## config.mk

```make
export PLATFORM = sky130hd
export DESIGN_NAME = spi_cs_sequencer
export DESIGN_NICKNAME = d
export VERILOG_FILES = /design/src/rtl/spi_cs_seq_pkg.sv /design/src/rtl/spi_cs_seq_ctrl.sv /design/src/rtl/spi_cs_seq_tx.sv /design/src/rtl/spi_cs_seq_rx.sv /design/src/rtl/spi_cs_sequencer.sv
export SDC_FILE = /design/constraint.sdc
export NUM_CORES = 1
export LEC_CHECK = 0
export ABC_AREA = 1
export BUFFER_PORTS_ARGS = -buffer_cell sky130_fd_sc_hd__buf_2
export CAP_MARGIN = 20
export CORE_MARGIN = 3
export CORE_UTILIZATION = 40
export DETAILED_ROUTE_END_ITERATION = 12
export PLACE_DENSITY = 0.59
export SYNTH_ARGS = -nofsm -noshare
export SYNTH_HDL_FRONTEND = slang
export SYNTH_SLANG_ARGS = --single-unit
export TNS_END_PERCENT = 30
```

## constraint.sdc

```tcl
create_clock -name clk -period 3.7 [get_ports clk]
set_clock_uncertainty 0.05 [all_clocks]
set_input_delay 0.74 -clock clk [delete_from_list [all_inputs] [get_ports clk]]
set_output_delay 0.74 -clock clk [all_outputs]
set_load 0.02 [all_outputs]
```

## src/rtl/spi_cs_seq_pkg.sv

```systemverilog
package spi_cs_seq_pkg;
  localparam int CW = 8;

  typedef enum logic [2:0] {
    ST_IDLE,
    ST_LEAD,
    ST_XFER,
    ST_TRAIL,
    ST_GAP
  } seq_state_e;

  typedef struct packed {
    logic          cpol;
    logic          cpha;
    logic [CW-1:0] half;
    logic [CW-1:0] csc;
    logic [CW-1:0] asc;
    logic [CW-1:0] dt;
  } frame_cfg_t;

  function automatic logic [CW-1:0] or_default(input logic [CW-1:0] v, input logic [CW-1:0] d);
    return (v == '0) ? d : v;
  endfunction
endpackage

```

## src/rtl/spi_cs_seq_ctrl.sv

```systemverilog
module spi_cs_seq_ctrl
  import spi_cs_seq_pkg::*;
#(
  parameter int NSEL    = 4,
  parameter int MAXLEN  = 16,
  parameter int MINLEN  = 4,
  parameter int CSC_DEF = 2,
  parameter int ASC_DEF = 2,
  localparam int LW = $clog2(MAXLEN + 1),
  localparam int SW = $clog2(NSEL),
  localparam int EW = LW + 1
) (
  input  logic            clk,
  input  logic            rst,
  input  logic            cmd_valid,
  output logic            cmd_ready,
  input  logic [LW-1:0]   cmd_len,
  input  logic [SW-1:0]   cmd_sel,
  input  logic            cmd_cont,
  input  frame_cfg_t      cfg,
  output logic            sck,
  output logic [NSEL-1:0] cs_n,
  output logic            accept,
  output logic [LW-1:0]   len_clamped,
  output logic            smp,
  output logic            shf,
  output logic            fin
);
  seq_state_e    st;
  logic [CW-1:0] cnt;
  logic [EW-1:0] ecnt;
  frame_cfg_t    cur;
  logic [LW-1:0] len_q;
  logic [SW-1:0] sel_q;
  logic          cont_q;
  logic          tick, cont_ok, edge_stb, edge_lead, edge_last;

  always_comb begin
    if (cmd_len < LW'(MINLEN))      len_clamped = LW'(MINLEN);
    else if (cmd_len > LW'(MAXLEN)) len_clamped = LW'(MAXLEN);
    else                            len_clamped = cmd_len;
  end

  assign tick    = (cnt == '0);
  assign cont_ok = cont_q && (cmd_sel == sel_q) && (cfg == cur);

  always_comb begin
    case (st)
      ST_IDLE:  cmd_ready = 1'b1;
      ST_GAP:   cmd_ready = tick;
      ST_TRAIL: cmd_ready = tick && cont_ok;
      default:  cmd_ready = 1'b0;
    endcase
  end

  assign accept    = cmd_valid && cmd_ready;
  assign edge_stb  = ((st == ST_LEAD) || (st == ST_XFER)) && tick;
  assign edge_lead = ~ecnt[0];
  assign edge_last = ((ecnt + EW'(1)) == {len_q, 1'b0});
  assign smp       = edge_stb && (edge_lead ^ cur.cpha);
  assign shf       = edge_stb && !(edge_lead ^ cur.cpha) && !edge_last;
  assign fin       = edge_stb && edge_last;

  always_ff @(posedge clk) begin
    if (rst) begin
      st     <= ST_IDLE;
      cnt    <= '0;
      ecnt   <= '0;
      cur    <= '0;
      len_q  <= LW'(MINLEN);
      sel_q  <= '0;
      cont_q <= 1'b0;
      sck    <= 1'b0;
      cs_n   <= '1;
    end else if (accept) begin
      cur    <= cfg;
      len_q  <= len_clamped;
      sel_q  <= cmd_sel;
      cont_q <= cmd_cont;
      cs_n   <= ~(NSEL'(1) << cmd_sel);
      sck    <= cfg.cpol;
      st     <= ST_LEAD;
      cnt    <= or_default(cfg.csc, CW'(CSC_DEF)) - 1'b1;
      ecnt   <= '0;
    end else begin
      case (st)
        ST_IDLE: sck <= cfg.cpol;
        ST_LEAD, ST_XFER: begin
          if (tick) begin
            sck  <= ~sck;
            ecnt <= ecnt + EW'(1);
            if (edge_last) begin
              st  <= ST_TRAIL;
              cnt <= or_default(cur.asc, CW'(ASC_DEF)) - 1'b1;
            end else begin
              st  <= ST_XFER;
              cnt <= or_default(cur.half, CW'(1)) - 1'b1;
            end
          end else begin
            cnt <= cnt - 1'b1;
          end
        end
        ST_TRAIL: begin
          if (tick) begin
            cs_n <= '1;
            st   <= ST_GAP;
            cnt  <= or_default(cur.dt, CW'(1)) - 1'b1;
          end else begin
            cnt <= cnt - 1'b1;
          end
        end
        ST_GAP: begin
          if (tick) st <= ST_IDLE;
          else      cnt <= cnt - 1'b1;
        end
        default: st <= ST_IDLE;
      endcase
    end
  end

  // at most one select line active
  p_one_select_r12: assert property (@(posedge clk) disable iff (rst)
    $onehot0(~cs_n));
  // clock at rest outside the shifting window
  p_sck_rest_r3: assert property (@(posedge clk) disable iff (rst)
    (st == ST_LEAD || st == ST_TRAIL || st == ST_GAP) |-> (sck == cur.cpol));
  // select does not move while bits are being shifted
  p_cs_held_r8: assert property (@(posedge clk) disable iff (rst)
    (st == ST_XFER) |=> $stable(cs_n));
  // select negated throughout the gap interval
  p_gap_deselected_r7: assert property (@(posedge clk) disable iff (rst)
    (st == ST_GAP) |-> (cs_n == '1));
endmodule

```

## src/rtl/spi_cs_seq_tx.sv

```systemverilog
module spi_cs_seq_tx #(
  parameter int MAXLEN = 16,
  localparam int LW = $clog2(MAXLEN + 1)
) (
  input  logic              clk,
  input  logic              rst,
  input  logic              load,
  input  logic [MAXLEN-1:0] data,
  input  logic [LW-1:0]     len,
  input  logic              cpha,
  input  logic              shift,
  output logic              mosi
);
  logic [MAXLEN-1:0] sh;
  logic [MAXLEN-1:0] aligned;

  assign aligned = data << (LW'(MAXLEN) - len);

  always_ff @(posedge clk) begin
    if (rst) begin
      sh   <= '0;
      mosi <= 1'b0;
    end else if (load) begin
      if (!cpha) begin
        mosi <= aligned[MAXLEN-1];
        sh   <= aligned << 1;
      end else begin
        sh <= aligned;
      end
    end else if (shift) begin
      mosi <= sh[MAXLEN-1];
      sh   <= sh << 1;
    end
  end

  // data line only moves at a load or a change edge
  p_mosi_hold_r4: assert property (@(posedge clk) disable iff (rst)
    !(load || shift) |=> $stable(mosi));
endmodule

```

## src/rtl/spi_cs_seq_rx.sv

```systemverilog
module spi_cs_seq_rx #(
  parameter int MAXLEN = 16
) (
  input  logic              clk,
  input  logic              rst,
  input  logic              clear,
  input  logic              sample,
  input  logic              done,
  input  logic              miso,
  output logic [MAXLEN-1:0] rx_data,
  output logic              rx_valid
);
  logic [MAXLEN-1:0] sh;
  logic [MAXLEN-1:0] sh_next;

  assign sh_next = {sh[MAXLEN-2:0], miso};

  always_ff @(posedge clk) begin
    if (rst) begin
      sh       <= '0;
      rx_data  <= '0;
      rx_valid <= 1'b0;
    end else begin
      rx_valid <= done;
      if (clear)       sh <= '0;
      else if (sample) sh <= sh_next;
      if (done) rx_data <= sample ? sh_next : sh;
    end
  end

  // strobe lasts one cycle
  p_rx_pulse_r13: assert property (@(posedge clk) disable iff (rst)
    rx_valid |=> !rx_valid);
endmodule

```

## src/rtl/spi_cs_sequencer.sv

```systemverilog
module spi_cs_sequencer
  import spi_cs_seq_pkg::*;
#(
  parameter int NSEL    = 4,
  parameter int MAXLEN  = 16,
  parameter int MINLEN  = 4,
  parameter int CSC_DEF = 2,
  parameter int ASC_DEF = 2,
  localparam int LW = $clog2(MAXLEN + 1),
  localparam int SW = $clog2(NSEL)
) (
  input  logic              clk,
  input  logic              rst,
  input  logic              cmd_valid,
  output logic              cmd_ready,
  input  logic [MAXLEN-1:0] cmd_data,
  input  logic [LW-1:0]     cmd_len,
  input  logic [SW-1:0]     cmd_sel,
  input  logic              cmd_cont,
  input  logic              cfg_cpol,
  input  logic              cfg_cpha,
  input  logic [CW-1:0]     cfg_half,
  input  logic [CW-1:0]     cfg_csc,
  input  logic [CW-1:0]     cfg_asc,
  input  logic [CW-1:0]     cfg_dt,
  output logic              spi_sck,
  output logic              spi_mosi,
  input  logic              spi_miso,
  output logic [NSEL-1:0]   spi_cs_n,
  output logic [MAXLEN-1:0] rx_data,
  output logic              rx_valid
);
  frame_cfg_t    cfg_in;
  logic          accept, smp, shf, fin;
  logic [LW-1:0] len_c;

  assign cfg_in = '{cpol: cfg_cpol, cpha: cfg_cpha, half: cfg_half,
                    csc: cfg_csc, asc: cfg_asc, dt: cfg_dt};

  spi_cs_seq_ctrl #(
    .NSEL(NSEL), .MAXLEN(MAXLEN), .MINLEN(MINLEN),
    .CSC_DEF(CSC_DEF), .ASC_DEF(ASC_DEF)
  ) u_ctrl (
    .clk(clk), .rst(rst), .cmd_valid(cmd_valid), .cmd_ready(cmd_ready),
    .cmd_len(cmd_len), .cmd_sel(cmd_sel), .cmd_cont(cmd_cont), .cfg(cfg_in),
    .sck(spi_sck), .cs_n(spi_cs_n), .accept(accept), .len_clamped(len_c),
    .smp(smp), .shf(shf), .fin(fin)
  );

  spi_cs_seq_tx #(.MAXLEN(MAXLEN)) u_tx (
    .clk(clk), .rst(rst), .load(accept), .data(cmd_data), .len(len_c),
    .cpha(cfg_cpha), .shift(shf), .mosi(spi_mosi)
  );

  spi_cs_seq_rx #(.MAXLEN(MAXLEN)) u_rx (
    .clk(clk), .rst(rst), .clear(accept), .sample(smp), .done(fin),
    .miso(spi_miso), .rx_data(rx_data), .rx_valid(rx_valid)
  );
endmodule

```

==> reports/metrics.csv <==
metric,value,unit
status,"complete, no violations",
tightest_slew,568,ps
area_growth,16.4,%
met3_usage,0.0362,
fin_cells,1362,
place_congestion,0.877,
synth_cell_type_count,49,
initial_core_util,0.412,
netlist_instances,1062,
clk-insertion-delay-late,420,ps
grt_max_degree,59,
die_h,137,um
yosys-top-cells-area,"dfxtp_1 (33%), nand2_1 (14%), o21ai_0 (8.6%)",
post-route-period-util,0.855,
grt_antenna_before_repair,0,
grt_usage,0.198,
holdPathEnd,u_rx.rx_data[9]$_SDFFE_PP0P_,
ys.flop_type,dfxtp_1,
finalSetupViolations,0,
synth_top_cell_area_share,0.331,
gr-total-overflow,0,
grtUsageMet2,0.333,
ff2ff_path_depth,15,
leakagePower,3.55,nW
synth_edf_count,0,
maxCapViolations,0,
synth_area,6900,um^2
slew_violations,0,
crit_buf_inv,3,
cts_max_path_buffers,2,
fp.dieW,137,um
wl_per_cell,13.5,um
pin_count,86,
placementRows,47,
synth-seq-cells,114,
critPathCaptureType,flip-flop,
num_vias,6812,
drc,0,
portBuffers,85,
routed_wl,18400,um
slew_headroom,0.621,
yosys_warnings,0,
startpoint_type,flip-flop,
path_delay_family,simple AND/OR/NAND/NOR gates,
first_iter_violations,395,
root_buffer,clkbuf_16,
vdd_drop_max,0.365,mV
dp.cells,1330,
viasPerCell,5.00,
num-nets-final,1197,
path_max_fanout,46,
finalSetupTns,0,ps
htreeDepth,4,
crit_path_frequent_cell,nand2_1,
antenna_cells,0,
cp_cell_sequence,inv_1 -> ha_1 -> nand2_1 -> nor4_2 -> nand2_2 -> nor2_2 -> nand4_1 -> nand2_1 -> nand2_2 -> inv_4 -> buf_4 -> nor2_1 -> nand2_1 -> nand2_1 -> a21oi_2,
rr_startpoint,u_ctrl.cnt[0]$_SDFFE_PP0P_,
synth_nets,1130,
fin_area,8030,um^2
hp-start,u_rx.rx_data[9]$_SDFFE_PP0P_,
cts_buffers,17,
synth_area_per_cell,6.50,um^2
layout_setup_ws,536,ps
min_period,3160,ps
slowest_delay,470,ps
holdPathStages,2,
hold_ws,410,ps
synthArstFlopShare,0,
final_util,0.479,
dp_hpwl,13400,um
synth_top_area_cell,dfxtp_1,
hp-class,flip-flop to flip-flop,
hold_viol_final,0,
firstDrtPassIters,5,
fillCellCount,1813,
rsz0062_at_grt,false,
coreArea,16800,um^2
yosys-top-cells-count,"nand2_1 (261), inv_1 (121), o21ai_0 (118)",
power_density,508,nW/um^2
grtUsageMet1,0.258,
post_dp_cell_area,7450,um^2
top_usage_layer,met2,
clk_pin_slew,60,ps
yosys.cell_count.top_type,nand2_1,
cts.hold.buffers_added,0,
total_power,4.08,mW
fmax,0.316,GHz
ys_seq_area_frac,0.331,
post-cts-setup-buffers,0,
reg2reg_to,u_ctrl.cnt[5]$_SDFFE_PP0P_,
final_layout_size_suffix_gt1_frac,0.160,
grt_pass1_vias,6164,
crit_arrival,3470,ps
grt_pass1_wl,29700,um
ff2ff_setup_slack,540,ps
worstPathRequired,4000,ps
path_class,flip-flop to flip-flop,
dieArea,18900,um^2
cp_slowest_cell,inv_4,
ant_nets,0,
ctsResizeCount,0,
cp-startpoint,u_ctrl.cnt[0]$_SDFFE_PP0P_,
place_ws,272,ps
cts_sinks,114,
cts_tree,yes,
routing by layer:
layer  wire length (um)  vias up
li1                   -     3598
met1               8730     3086
met2               8760      111
met3                598       17
met4                286        0
met5                  0        -
cell usage in the layout, fill, tap and decap left out, drive strengths merged, types with 6 or more instances in the layout:
master,instances
o21ai,126
nor2,92
inv,140
o22ai,8
nand4,11
nor3,16
o211ai,13
clkbuf,17
or2,20
ha,6
buf,96
a211oi,8
xor2,21
a21oi,75
nand3,67
dfxtp,114
xnor2,11
a31oi,7
nand2,268
tightest hold or removal path: stages, from the launching register on:
cell and delay, ps:
dfxtp_1 310, nand2_1 60, a21oi_1 50
how the worst max path moves through the flow:
stage | endpoint | slack [ps] | depth (start not counted)
finish | u_ctrl.cnt[5]$_SDFFE_PP0P_ | 540 | 15
global route | u_tx.sh[5]$_SDFFE_PP0P_ | 260 | 14
CTS | cmd_ready | 520 | 9
detailed placement | u_ctrl.cnt[5]$_SDFFE_PP0P_ | 270 | 18
global placement | u_tx.sh[5]$_SDFFE_PP0P_ | 330 | 17
floorplan | u_tx.sh[6]$_SDFFE_PP0P_ | 850 | 14
area by class of cell:
cell class	count	area, um^2	area share
clock inverter	15	160	0.0199
tap	220	275	0.0343
clock buffer	17	425	0.0530
sequential	114	2280	0.284
timing repair buffer	96	520	0.0648
inverter	131	494	0.0615
multi-input combinational	769	3870	0.482
registers in the layout, indices dropped and copies added (netlist names):
signal and cells:
u_ctrl.cur 34, u_rx.rx_data 16, u_rx.sh 16, u_tx.sh 16
u_ctrl.cnt 8, u_ctrl.ecnt 6, u_ctrl.len_q 5, u_ctrl.cs_n 4
u_ctrl.st 3, u_ctrl.sel_q 2, u_ctrl.cont_q 1, u_ctrl.sck 1
u_rx.rx_valid 1, u_tx.mosi 1
logic make-up after synthesis:
group / after synthesis / share of synthesized area
multiplexers: 3 / 0.00435
XOR/XNOR: 32 / 0.0406
AO/OA/AOI/OAI: 251 / 0.202
flip-flops: 114 / 0.331
adder cells (fa/ha/maj): 6 / 0.0109
buffers and inverters: 179 / 0.108
AND/OR/NAND/NOR: 477 / 0.303
report_power, final:
| group | switching, mW | leakage (nW) | internal (mW) |
|---|---|---|---|
| Clock | 0.677 | 0.284 | 0.954 |
| Sequential | 0.0820 | 0.933 | 1.33 |
| Combinational | 0.673 | 2.34 | 0.360 |
| Total | 1.43 | 3.55 | 2.65 |
Note: power is estimated with default switching activity, not from simulation.
